===== src/rtl/rt_datapath_pkg.sv =====
package rt_datapath_pkg;
  localparam int unsigned DATA_W = 8;
  localparam int unsigned ADDR_W = 4;

  // mux input indices; codes beyond the last index fall back to index 0
  localparam int unsigned P_EXT = 0;
  localparam int unsigned P_INC = 1;
  localparam int unsigned P_NSRC = 2;

  localparam int unsigned Q_EXT = 0;
  localparam int unsigned Q_ACC = 1;
  localparam int unsigned Q_NSRC = 2;

  localparam int unsigned ACC_SUM = 0;
  localparam int unsigned ACC_P = 1;
  localparam int unsigned ACC_DIFF = 2;
  localparam int unsigned ACC_NSRC = 3;

  localparam int unsigned UA_SUM = 0;
  localparam int unsigned UA_P = 1;
  localparam int unsigned UA_DIFF = 2;
  localparam int unsigned UA_VRD = 3;
  localparam int unsigned UA_NSRC = 4;

  localparam int unsigned UD_VK = 0;
  localparam int unsigned UD_Q = 1;
  localparam int unsigned UD_EXT = 2;
  localparam int unsigned UD_NSRC = 3;

  localparam int unsigned VA_P = 0;
  localparam int unsigned VA_Q = 1;
  localparam int unsigned VA_INC = 2;
  localparam int unsigned VA_NSRC = 3;

  localparam int unsigned VD_EXT = 0;
  localparam int unsigned VD_ACC = 1;
  localparam int unsigned VD_NSRC = 2;
endpackage


===== src/rtl/rt_sel_mux.sv =====
module rt_sel_mux #(
  parameter int unsigned N  = 2,
  parameter int unsigned W  = 8,
  parameter int unsigned SW = (N > 1) ? $clog2(N) : 1
) (
  input  logic [N-1:0][W-1:0] src_i,
  input  logic [SW-1:0]       sel_i,
  output logic [W-1:0]        dout_o
);
  always_comb begin
    dout_o = src_i[0];
    for (int n = 1; n < int'(N); n++) begin
      if (sel_i == SW'(n)) dout_o = src_i[n];
    end
  end
endmodule


===== src/rtl/rt_reg.sv =====
module rt_reg #(
  parameter int unsigned W = 8
) (
  input  logic         clk_i,
  input  logic         rst_ni,
  input  logic         ld_i,
  input  logic [W-1:0] d_i,
  output logic [W-1:0] q_o
);
  always_ff @(posedge clk_i or negedge rst_ni) begin
    if (!rst_ni)   q_o <= '0;
    else if (ld_i) q_o <= d_i;
  end
endmodule


===== src/rtl/rt_ram.sv =====
module rt_ram #(
  parameter int unsigned W  = 8,
  parameter int unsigned AW = 4
) (
  input  logic          clk_i,
  input  logic          rst_ni,
  input  logic          we_i,
  input  logic [AW-1:0] addr_i,
  input  logic [W-1:0]  wdata_i,
  output logic [W-1:0]  rdata_o
);
  localparam int unsigned DEPTH = 1 << AW;

  logic [W-1:0]     mem_q [DEPTH];
  logic [DEPTH-1:0] hit;

  for (genvar e = 0; e < DEPTH; e++) begin : g_dec
    assign hit[e] = we_i && (addr_i == AW'(e));
  end

  always_ff @(posedge clk_i or negedge rst_ni) begin
    if (!rst_ni) begin
      for (int e = 0; e < int'(DEPTH); e++) mem_q[e] <= '0;
    end else begin
      for (int e = 0; e < int'(DEPTH); e++) begin
        if (hit[e]) mem_q[e] <= wdata_i;
      end
    end
  end

  // single port, combinational read
  assign rdata_o = mem_q[addr_i];
endmodule


===== src/rtl/rt_flags.sv =====
module rt_flags #(
  parameter int unsigned   W     = 8,
  parameter logic [W-1:0]  MATCH = '0
) (
  input  logic [W-1:0] acc_i,
  input  logic [W-1:0] p_i,
  input  logic [W-1:0] q_i,
  input  logic [W-1:0] rd_i,
  output logic         rd_nz_o,
  output logic         acc_zero_o,
  output logic         acc_neg_o,
  output logic         acc_match_o,
  output logic         pq_eq_o
);
  logic [W-1:0] match_bit;
  logic [W-1:0] diff_bit;

  for (genvar b = 0; b < W; b++) begin : g_bit
    // constant compare: invert only where the constant bit is 0
    if (MATCH[b]) begin : g_one
      assign match_bit[b] = acc_i[b];
    end else begin : g_zero
      assign match_bit[b] = ~acc_i[b];
    end
    assign diff_bit[b] = p_i[b] ^ q_i[b];
  end

  assign acc_zero_o  = &(~acc_i);
  assign acc_neg_o   = acc_i[W-1];
  assign acc_match_o = &match_bit;
  assign pq_eq_o     = ~|diff_bit;
  assign rd_nz_o     = |rd_i;
endmodule


===== src/rtl/rt_datapath.sv =====
module rt_datapath
  import rt_datapath_pkg::*;
#(
  parameter int unsigned  DW        = DATA_W,
  parameter int unsigned  AW        = ADDR_W,
  parameter logic [DW-1:0] MATCH_VAL = DW'('hA5)
) (
  input  logic          clk_i,
  input  logic          rst_ni,
  input  logic [DW-1:0] ext_data_i,
  input  logic          p_ld_i,
  input  logic          p_sel_i,
  input  logic          q_ld_i,
  input  logic          q_sel_i,
  input  logic          k_ld_i,
  input  logic          acc_ld_i,
  input  logic [1:0]    acc_sel_i,
  input  logic          u_we_i,
  input  logic [1:0]    u_dsel_i,
  input  logic [1:0]    u_asel_i,
  input  logic          v_we_i,
  input  logic          v_dsel_i,
  input  logic [1:0]    v_asel_i,
  output logic [DW-1:0] p_o,
  output logic [DW-1:0] q_o,
  output logic [DW-1:0] k_o,
  output logic [DW-1:0] acc_o,
  output logic [DW-1:0] u_rd_o,
  output logic [DW-1:0] v_rd_o,
  output logic          v_nz_o,
  output logic          acc_zero_o,
  output logic          acc_neg_o,
  output logic          acc_match_o,
  output logic          pq_eq_o
);
  logic [DW-1:0] p_q, q_q, k_q, acc_q, u_rd, v_rd;

  // shared expression hardware, one instance each
  logic [DW-1:0] sum_pq, diff_qp, inc_p, sum_vk;
  assign sum_pq  = p_q + q_q;
  assign diff_qp = q_q - p_q;
  assign inc_p   = p_q + DW'(1);
  assign sum_vk  = v_rd + k_q;

  // p
  logic [P_NSRC-1:0][DW-1:0] p_src;
  logic [DW-1:0]             p_d;
  assign p_src[P_EXT] = ext_data_i;
  assign p_src[P_INC] = inc_p;
  rt_sel_mux #(.N(P_NSRC), .W(DW)) u_p_mux (.src_i(p_src), .sel_i(p_sel_i), .dout_o(p_d));
  rt_reg #(.W(DW)) u_p_reg (
    .clk_i(clk_i), .rst_ni(rst_ni), .ld_i(p_ld_i), .d_i(p_d), .q_o(p_q)
  );

  // q
  logic [Q_NSRC-1:0][DW-1:0] q_src;
  logic [DW-1:0]             q_d;
  assign q_src[Q_EXT] = ext_data_i;
  assign q_src[Q_ACC] = acc_q;
  rt_sel_mux #(.N(Q_NSRC), .W(DW)) u_q_mux (.src_i(q_src), .sel_i(q_sel_i), .dout_o(q_d));
  rt_reg #(.W(DW)) u_q_reg (
    .clk_i(clk_i), .rst_ni(rst_ni), .ld_i(q_ld_i), .d_i(q_d), .q_o(q_q)
  );

  // k: single source, no mux
  rt_reg #(.W(DW)) u_k_reg (
    .clk_i(clk_i), .rst_ni(rst_ni), .ld_i(k_ld_i), .d_i(ext_data_i), .q_o(k_q)
  );

  // acc
  logic [ACC_NSRC-1:0][DW-1:0] acc_src;
  logic [DW-1:0]               acc_d;
  assign acc_src[ACC_SUM]  = sum_pq;
  assign acc_src[ACC_P]    = p_q;
  assign acc_src[ACC_DIFF] = diff_qp;
  rt_sel_mux #(.N(ACC_NSRC), .W(DW)) u_acc_mux (
    .src_i(acc_src), .sel_i(acc_sel_i), .dout_o(acc_d)
  );
  rt_reg #(.W(DW)) u_acc_reg (
    .clk_i(clk_i), .rst_ni(rst_ni), .ld_i(acc_ld_i), .d_i(acc_d), .q_o(acc_q)
  );

  // v RAM
  logic [VA_NSRC-1:0][AW-1:0] va_src;
  logic [VD_NSRC-1:0][DW-1:0] vd_src;
  logic [AW-1:0]              v_addr;
  logic [DW-1:0]              v_wdata;
  assign va_src[VA_P]   = p_q[AW-1:0];
  assign va_src[VA_Q]   = q_q[AW-1:0];
  assign va_src[VA_INC] = inc_p[AW-1:0];
  assign vd_src[VD_EXT] = ext_data_i;
  assign vd_src[VD_ACC] = acc_q;
  rt_sel_mux #(.N(VA_NSRC), .W(AW)) u_va_mux (.src_i(va_src), .sel_i(v_asel_i), .dout_o(v_addr));
  rt_sel_mux #(.N(VD_NSRC), .W(DW)) u_vd_mux (.src_i(vd_src), .sel_i(v_dsel_i), .dout_o(v_wdata));
  rt_ram #(.W(DW), .AW(AW)) u_v_ram (
    .clk_i(clk_i), .rst_ni(rst_ni), .we_i(v_we_i),
    .addr_i(v_addr), .wdata_i(v_wdata), .rdata_o(v_rd)
  );

  // u RAM; its address may come from the v read in the same cycle
  logic [UA_NSRC-1:0][AW-1:0] ua_src;
  logic [UD_NSRC-1:0][DW-1:0] ud_src;
  logic [AW-1:0]              u_addr;
  logic [DW-1:0]              u_wdata;
  assign ua_src[UA_SUM]  = sum_pq[AW-1:0];
  assign ua_src[UA_P]    = p_q[AW-1:0];
  assign ua_src[UA_DIFF] = diff_qp[AW-1:0];
  assign ua_src[UA_VRD]  = v_rd[AW-1:0];
  assign ud_src[UD_VK]   = sum_vk;
  assign ud_src[UD_Q]    = q_q;
  assign ud_src[UD_EXT]  = ext_data_i;
  rt_sel_mux #(.N(UA_NSRC), .W(AW)) u_ua_mux (.src_i(ua_src), .sel_i(u_asel_i), .dout_o(u_addr));
  rt_sel_mux #(.N(UD_NSRC), .W(DW)) u_ud_mux (.src_i(ud_src), .sel_i(u_dsel_i), .dout_o(u_wdata));
  rt_ram #(.W(DW), .AW(AW)) u_u_ram (
    .clk_i(clk_i), .rst_ni(rst_ni), .we_i(u_we_i),
    .addr_i(u_addr), .wdata_i(u_wdata), .rdata_o(u_rd)
  );

  rt_flags #(.W(DW), .MATCH(MATCH_VAL)) u_flags (
    .acc_i(acc_q), .p_i(p_q), .q_i(q_q), .rd_i(v_rd),
    .rd_nz_o(v_nz_o), .acc_zero_o(acc_zero_o), .acc_neg_o(acc_neg_o),
    .acc_match_o(acc_match_o), .pq_eq_o(pq_eq_o)
  );

  assign p_o    = p_q;
  assign q_o    = q_q;
  assign k_o    = k_q;
  assign acc_o  = acc_q;
  assign u_rd_o = u_rd;
  assign v_rd_o = v_rd;
endmodule


===== config.mk =====
export PLATFORM = sky130hd
export DESIGN_NAME = rt_datapath
export DESIGN_NICKNAME = d
export VERILOG_FILES = /design/src/rtl/rt_datapath_pkg.sv /design/src/rtl/rt_sel_mux.sv /design/src/rtl/rt_reg.sv /design/src/rtl/rt_ram.sv /design/src/rtl/rt_flags.sv /design/src/rtl/rt_datapath.sv
export SDC_FILE = /design/constraint.sdc
export NUM_CORES = 1
export LEC_CHECK = 0
export BUFFER_PORTS_ARGS = -buffer_cell sky130_fd_sc_hd__buf_2
export CAP_MARGIN = 40
export CORE_UTILIZATION = 50
export DETAILED_ROUTE_END_ITERATION = 10
export PLACE_DENSITY_LB_ADDON = 0.3
export REMOVE_ABC_BUFFERS = 1
export SETUP_SLACK_MARGIN = 0.15
export SLEW_MARGIN = 20
export SYNTH_ARGS = -nofsm -noshare
export SYNTH_HDL_FRONTEND = slang
export SYNTH_SLANG_ARGS = --single-unit
export TNS_END_PERCENT = 30

===== constraint.sdc =====
create_clock -name clk_i -period 8 [get_ports clk_i]
set_input_delay 0.8 -clock clk_i [delete_from_list [all_inputs] [get_ports clk_i]]
set_output_delay 0.8 -clock clk_i [all_outputs]
set_load 0.005 [all_outputs]

Yosys cells after proc, flatten, opt, wreduce, memory -nomap -nowiden
Index checks and enable logic that the tools add are counted.
{ "word_totals": {"reg_bits": 288, "input_bits": 27, "out_inout_bits": 53} }
{ "op_classes": {"n_reduce_logical": 39, "eq_ne": 39, "n_addsub": 4, "muxes": 18, "n_lt_le_gt_ge": 2, "bitwise": 15} }
{ "op_table": {"columns": ["op", "n"], "rows": [
  ["$mux W8", 11],
  ["$bmux W8 S4", 2],
  ["$eq A4 B4 Y1 const B", 16],
  ["$eq A4 B3 Y1 const B", 8],
  ["$logic_and A1 B1 Y1", 32],
  ["$mux W4", 5],
  ["$add A8 B8 Y8", 2],
  ["$eq A4 B2 Y1 const B", 4],
  ["$reduce_and A8 Y1", 2],
  ["$reduce_or A8 Y1", 2],
  ["$eq A2 B2 Y1 const B", 5],
  ["$ge A5 B5 Y1 const B", 2],
  ["$not A4 Y5", 2],
  ["$add A8 B1 Y8 const B", 1],
  ["$eq A2 B1 Y1 const B", 4],
  ["$eq A4 B1 Y1 const B", 2],
  ["$logic_not A4 Y1", 2],
  ["$not A8 Y8", 1],
  ["$sub A8 B8 Y8", 1],
  ["$xor A1 B1 Y1", 8],
  ["$not A1 Y1", 4],
  ["$logic_not A1 Y1", 1]
]} }

Logic depth before layout (Yosys ltp)
{ "depth": {"word_depth": 12, "ltp_mapped": 22} }

Hierarchy
From an unflattened synthesis, not the netlist that was laid out.
{ "unflattened": {"hier_cells": 1053, "hier_area_um2": 15287.2} }
{ "by_module_without_submodules": {"columns": ["mod", "seq_area_each_um2", "area_per_inst_um2", "instances", "cells_per_inst"], "rows": [
  ["rt_ram", 3203.1, 5814.3, 2, 365],
  ["rt_reg", 200.2, 331.6, 4, 17],
  ["rt_datapath", 0.0, 1002.2, 1, 136],
  ["rt_sel_mux (u_acc_mux ...)", 0.0, 276.5, 2, 27],
  ["rt_sel_mux (u_p_mux ...)", 0.0, 131.4, 3, 9],
  ["rt_flags", 0.0, 142.6, 1, 20],
  ["rt_sel_mux (u_va_mux)", 0.0, 135.1, 1, 14],
  ["rt_sel_mux (u_ua_mux)", 0.0, 105.1, 1, 4]
]} }

Worst setup path after synthesis
Ideal clock, no wire load.
{ "synth_path": {"kind": "input-to-reg", "from": "input port v_asel_i[0]", "to": "register u_u_ram.mem_q[15] (netlist bit)", "t_required_ps": 7935, "setup_ps": 65, "slack_ps": 2876, "arrival_time_ps": 5059, "cell_stages": 20, "path_cell_list": "buf_4 > nand4b_1 > mux2i_1 > nor2_1 > clkbuf_1 > buf_1 > nor3_1 > a21oi_1 > ha_1 > a21o_1 > a21oi_1 > nor2b_1 > o21a_1 > o41ai_1 > xor2_1 > xnor2_1 > and3_1 > a211oi_1 > buf_2 > mux2_2"} }
{ "synth_between": {"elab_chain_cells": 10, "word_cells_on_any_way": 14, "cone_classes": "add/sub (1); eq/ne (3); mux (8); bitwise (1); reduce/logical (1)"} }
{ "synth_lines": {"columns": ["item", "line", "rtl"], "rows": [
  ["start, declared", "rt_datapath.sv:23", "input logic [1:0] v_asel_i,"],
  ["$eq A2 B1 Y1", "rt_sel_mux.sv:13", "if (sel_i == SW'(n)) dout_o = src_i[n];"],
  ["$mux W4", "rt_sel_mux.sv:13", null],
  ["$mux W4 *", "rt_sel_mux.sv:13", null],
  ["$not A4 Y5 (not written as such) *", "rt_ram.sv:32", "assign rdata_o = mem_q[addr_i];"],
  ["$bmux W8 S4 *", "rt_ram.sv:32", null],
  ["$mux W8 (not written as such) * (2 in series)", "rt_ram.sv:32", null],
  ["via v_rd_o[1]", "rt_datapath.sv:29", "output logic [DW-1:0] v_rd_o,"],
  ["$add A8 B8 Y8 / $mux W4 (equally long branches)", "rt_datapath.sv:43, rt_sel_mux.sv:13", null],
  ["$mux W8 / $eq A4 B4 Y1 (equally long branches)", "rt_sel_mux.sv:13, rt_ram.sv:18", null],
  ["$mux W8 / $logic_and A1 B1 Y1 (equally long branches)", "rt_sel_mux.sv:13, rt_ram.sv:18", null],
  ["end signal, assigned by index", "rt_ram.sv:26", "if (hit[e]) mem_q[e] <= wdata_i;"],
  ["end, declared", "rt_ram.sv:14", "logic [W-1:0] mem_q [DEPTH];"]
]} }
The timed path passes the listed nets; every way through them passes the cells marked *. The select of a mux whose other input is x is not followed.
A chain may end at the register's enable or synchronous reset.

Worst setup path in the final report
{ "layout_path": {"from": "register u_p_reg.q_o[0]", "to": "output port u_rd_o[2]"} }
{ "layout_between": {"elab_chain_cells": 11, "word_cells_on_any_way": 16, "cone_classes": "add/sub (3); mux (11); bitwise (2)"} }
{ "layout_lines": {"columns": ["item", "line", "rtl"], "rows": [
  ["start, declared", "rt_reg.sv:8", "output logic [W-1:0] q_o"],
  ["start signal, assigned", "rt_reg.sv:12", "else if (ld_i) q_o <= d_i;"],
  ["$add A8 B1 Y8 / $mux W4 (equally long branches)", "rt_datapath.sv:42, rt_sel_mux.sv:13", null],
  ["$mux W4", "rt_sel_mux.sv:13", null],
  ["$not A4 Y5 (not written as such)", "rt_ram.sv:32", null],
  ["$bmux W8 S4", "rt_ram.sv:32", null],
  ["$mux W8 (not written as such) (2 in series)", "rt_ram.sv:32", null],
  ["$mux W4 *", "rt_sel_mux.sv:13", null],
  ["$not A4 Y5 (not written as such) *", "rt_ram.sv:32", null],
  ["$bmux W8 S4 *", "rt_ram.sv:32", null],
  ["$mux W8 (not written as such) * (2 in series)", "rt_ram.sv:32", null],
  ["end, declared", "rt_datapath.sv:28", "output logic [DW-1:0] u_rd_o,"]
]} }
Mark *: on every way between the ends. The rest lies on a longest branch, timed or not. The select of a mux whose other input is x is not followed.

==> out/results.ini <==
[run_status]
status=finished clean

[logic_synthesis]
netlist_area_um2=15990
ys_seq_elements=288
yosysUniqueCellTypes=81
yosys.cell_count.top_type=dfrtp_1
postSynthAreaPerCell_um2=9.843
synth_seq_area_share_pct=45.06
async_reset_ff_share_pct=100.0
synth_top_cell_by_area=dfrtp_1
synthTopCellsByArea=dfrtp_1, mux2_2, mux2i_1
synthCells=1625
synth-edff-count=0
synth_top_area_share_pct=45.06
yosys-top-cells-count=dfrtp_1, nand2_1, mux2_2
ys.flop_type=dfrtp_1
yosys_warnings=0

[cts]
clkTransAtPathRegs_ns=0.07
clock-sinks=288
ctsResizeCount=0
clk_path_buf_depth=3
cts_tree=yes
numCtsBuffers=31
cts_root_buf=clkbuf_16
post_cts_buffers=0
htreeDepth=1
insertion_delay_ns=0.59
postCtsHoldBufs=0

[final_layout]
layout.nets=1720
fillers=2730
multi_input_area_um2=8230
register_area_um2=7208
drive_above_1_share_pct=22.16
synthToLayoutAreaGrowth_pct=12.08

[drt]
drc=0
ant_nets=0
post_drt_wl_per_cell_um=21.01
routed_wl_mm=44.01
avgViaCountPerCell=6.166
via_count=12920
first_pass_iters=5
drtIter0Drc=936

[global_route]
grt_util_all_layers_pct=26.89
grt_pass1_vias=12410
grt_max_degree=178
antenna_found_initial=1
grt_pass1_wl_mm=69.63
grt_overflow=0

[power]
total_power_mw=6.943
seq_power_share_pct=38.3
power.density_nw_per_um2=387.3
p_clk_share_pct=22.0
p_sw_share_pct=38.31
peakVddDrop_mv=0.2549
power_frac_comb_pct=39.7
cellInternalPower_mw=4.283
p_sw_mw=2.660
p_leak_nw=7.892

[die]
die_area_um2=32710
start_util_pct=50.82
rows=65
io_pins=80
core-area_um2=31470
die_y_um=180.9
die_x_um=180.9

[critical_path]
cpPeakStageDelay_ns=0.77
slowest_stage=a41oi_4
startpoint_type=register
cp.arrival_ns=5.01
required_ns=7.20
r2r_start=u_p_reg.q_o[1]$_DFFE_PN0P_
crit_buf_inv=3
worstSetupPathType=reg2out
worstPathCellList=buf_4 -> nand3b_1 -> nand2_1 -> a222oi_1 -> a22oi_1 -> nand4_1 -> a41oi_4 -> buf_4 -> a211oi_1 -> or4_1 -> nand4_1 -> buf_2
rr_endpoint=u_u_ram.mem_q[119]$_DFFE_PN0P_
worstPathMaxFanout=43
rr_worst_depth=20
cpLargestDelayFamily=simple AND/OR/NAND/NOR gates
r2r_slack_ns=2.70
cp-end-kind=output port

[timing]
finClkSkew_ns=0.03003
fmax_mhz=172.0
holdWs_ns=0.2456
finalSetupTns_ns=0
finalSetupViolCount=0
worst_pin_slew_ns=1.051
fin_crit_sh_pct=72.66
rsz0062_at_grt=false
fin_crit_ns=5.812
hold_violations=0
relSlewSlack_pct=29.96
slew_violations=0

[place]
io_buffer_count=79
dpl.hpwl_mm=29.42
place.gp.congestion=0.9062

[min_path]
hp-class=in2async

[flow_run]
maxCapViolations=0

[sequential cells by signal, summed over array words and instances (netlist names)]
signal and flops:
u_acc_reg.q_o 8, u_k_reg.q_o 8, u_p_reg.q_o 8, u_q_reg.q_o 8, u_u_ram.mem_q 128, u_v_ram.mem_q 128
[cells by family after synthesis]
family,count (synthesis),share of synthesized area [%]
buffers and inverters,139,3.872
AND/OR/NAND/NOR,490,14.51
adder cells (fa/ha/maj),26,2.175
multiplexers,247,16.76
XOR/XNOR,17,1.025
flip-flops,288,45.06
AO/OA/AOI/OAI,418,16.59
[area by class of cell]
type,count,area share [%]
well taps,402,2.806
clock inverters,19,1.340
diodes,1,0.01396
multi-input cells,1198,45.91
clock buffers,39,4.774
repair buffers,124,4.439
inverters,24,0.5025
flip-flops and latches,288,40.21
[routing by layer]
metal / track usage, % / part of all wire (%)
met1: 36.46 / 42
met2: 43.75 / 48
met3: 3.467 / 5.9
met4: 10.67 / 4.0
met5: 0 / 0
[power by group through the flow]
stage	sequential, mW	combinational [mW]	clock (mW)
2_1_floorplan	2.50	1.91	0
3_3_place_gp	2.63	2.62	0
3_5_place_dp	2.66	2.73	0
4_1_cts	2.64	2.75	1.56
5_1_grt	2.74	3.04	1.62
6_report	2.66	2.76	1.53
[placed cells by master, fill, tap and decap left out, drive strengths merged, types with 4 or more instances in the layout]
cell type | netlist | layout
dfrtp | 288 | 288
nand2 | 219 | 219
mux2 | 154 | 154
a21oi | 143 | 143
buf | 44 | 124
nor2 | 106 | 106
o21ai | 98 | 98
mux2i | 92 | 92
a211oi | 43 | 43
nand3 | 40 | 40
clkbuf | 71 | 39
nor3 | 27 | 27
inv | 24 | 25
nand4 | 24 | 24
ha | 23 | 23
o211ai | 17 | 17
o22ai | 17 | 17
o221ai | 17 | 17
a211o | 16 | 16
nand2b | 13 | 13
nor2b | 12 | 12
and2 | 11 | 11
or4 | 11 | 11
a22oi | 11 | 11
clkinv | 0 | 11
xnor2 | 11 | 11
o2111ai | 9 | 9
a21boi | 7 | 7
a21o | 6 | 6
xor2 | 6 | 6
and3 | 5 | 5
bufinv | 0 | 5
nor3b | 5 | 5
o21a | 4 | 4
o21bai | 4 | 4
a31oi | 4 | 4
[metrics by stage]
stage          area, um2  worst slack [ns]  cells  utilization (%)
3_5_place_dp       16810             1.994   2034            53.42
3_3_place_gp       16710             1.935   2025            53.10
2_1_floorplan      15460            0.7182   1510                -
6_report           17930             2.188   2095            56.95
4_1_cts            17910             2.231   2092            56.91
5_1_grt            17930             1.913   2095            56.95
[worst max-delay path by stage]
stage	end	slack [ns]	from	cells past startpoint
global placement	u_u_ram.mem_q[95]$_DFFE_PN0P_	1.94	v_asel_i[0]	18
global route	u_rd_o[3]	1.91	u_p_reg.q_o[0]$_DFFE_PN0P_	12
finish	u_rd_o[2]	2.19	u_p_reg.q_o[0]$_DFFE_PN0P_	12
CTS	u_rd_o[2]	2.23	u_p_reg.q_o[0]$_DFFE_PN0P_	12
detailed placement	u_u_ram.mem_q[87]$_DFFE_PN0P_	1.99	v_asel_i[1]	18
floorplan	u_rd_o[5]	0.72	u_p_reg.q_o[0]$_DFFE_PN0P_	10
Power figures use the tool's default switching activity.
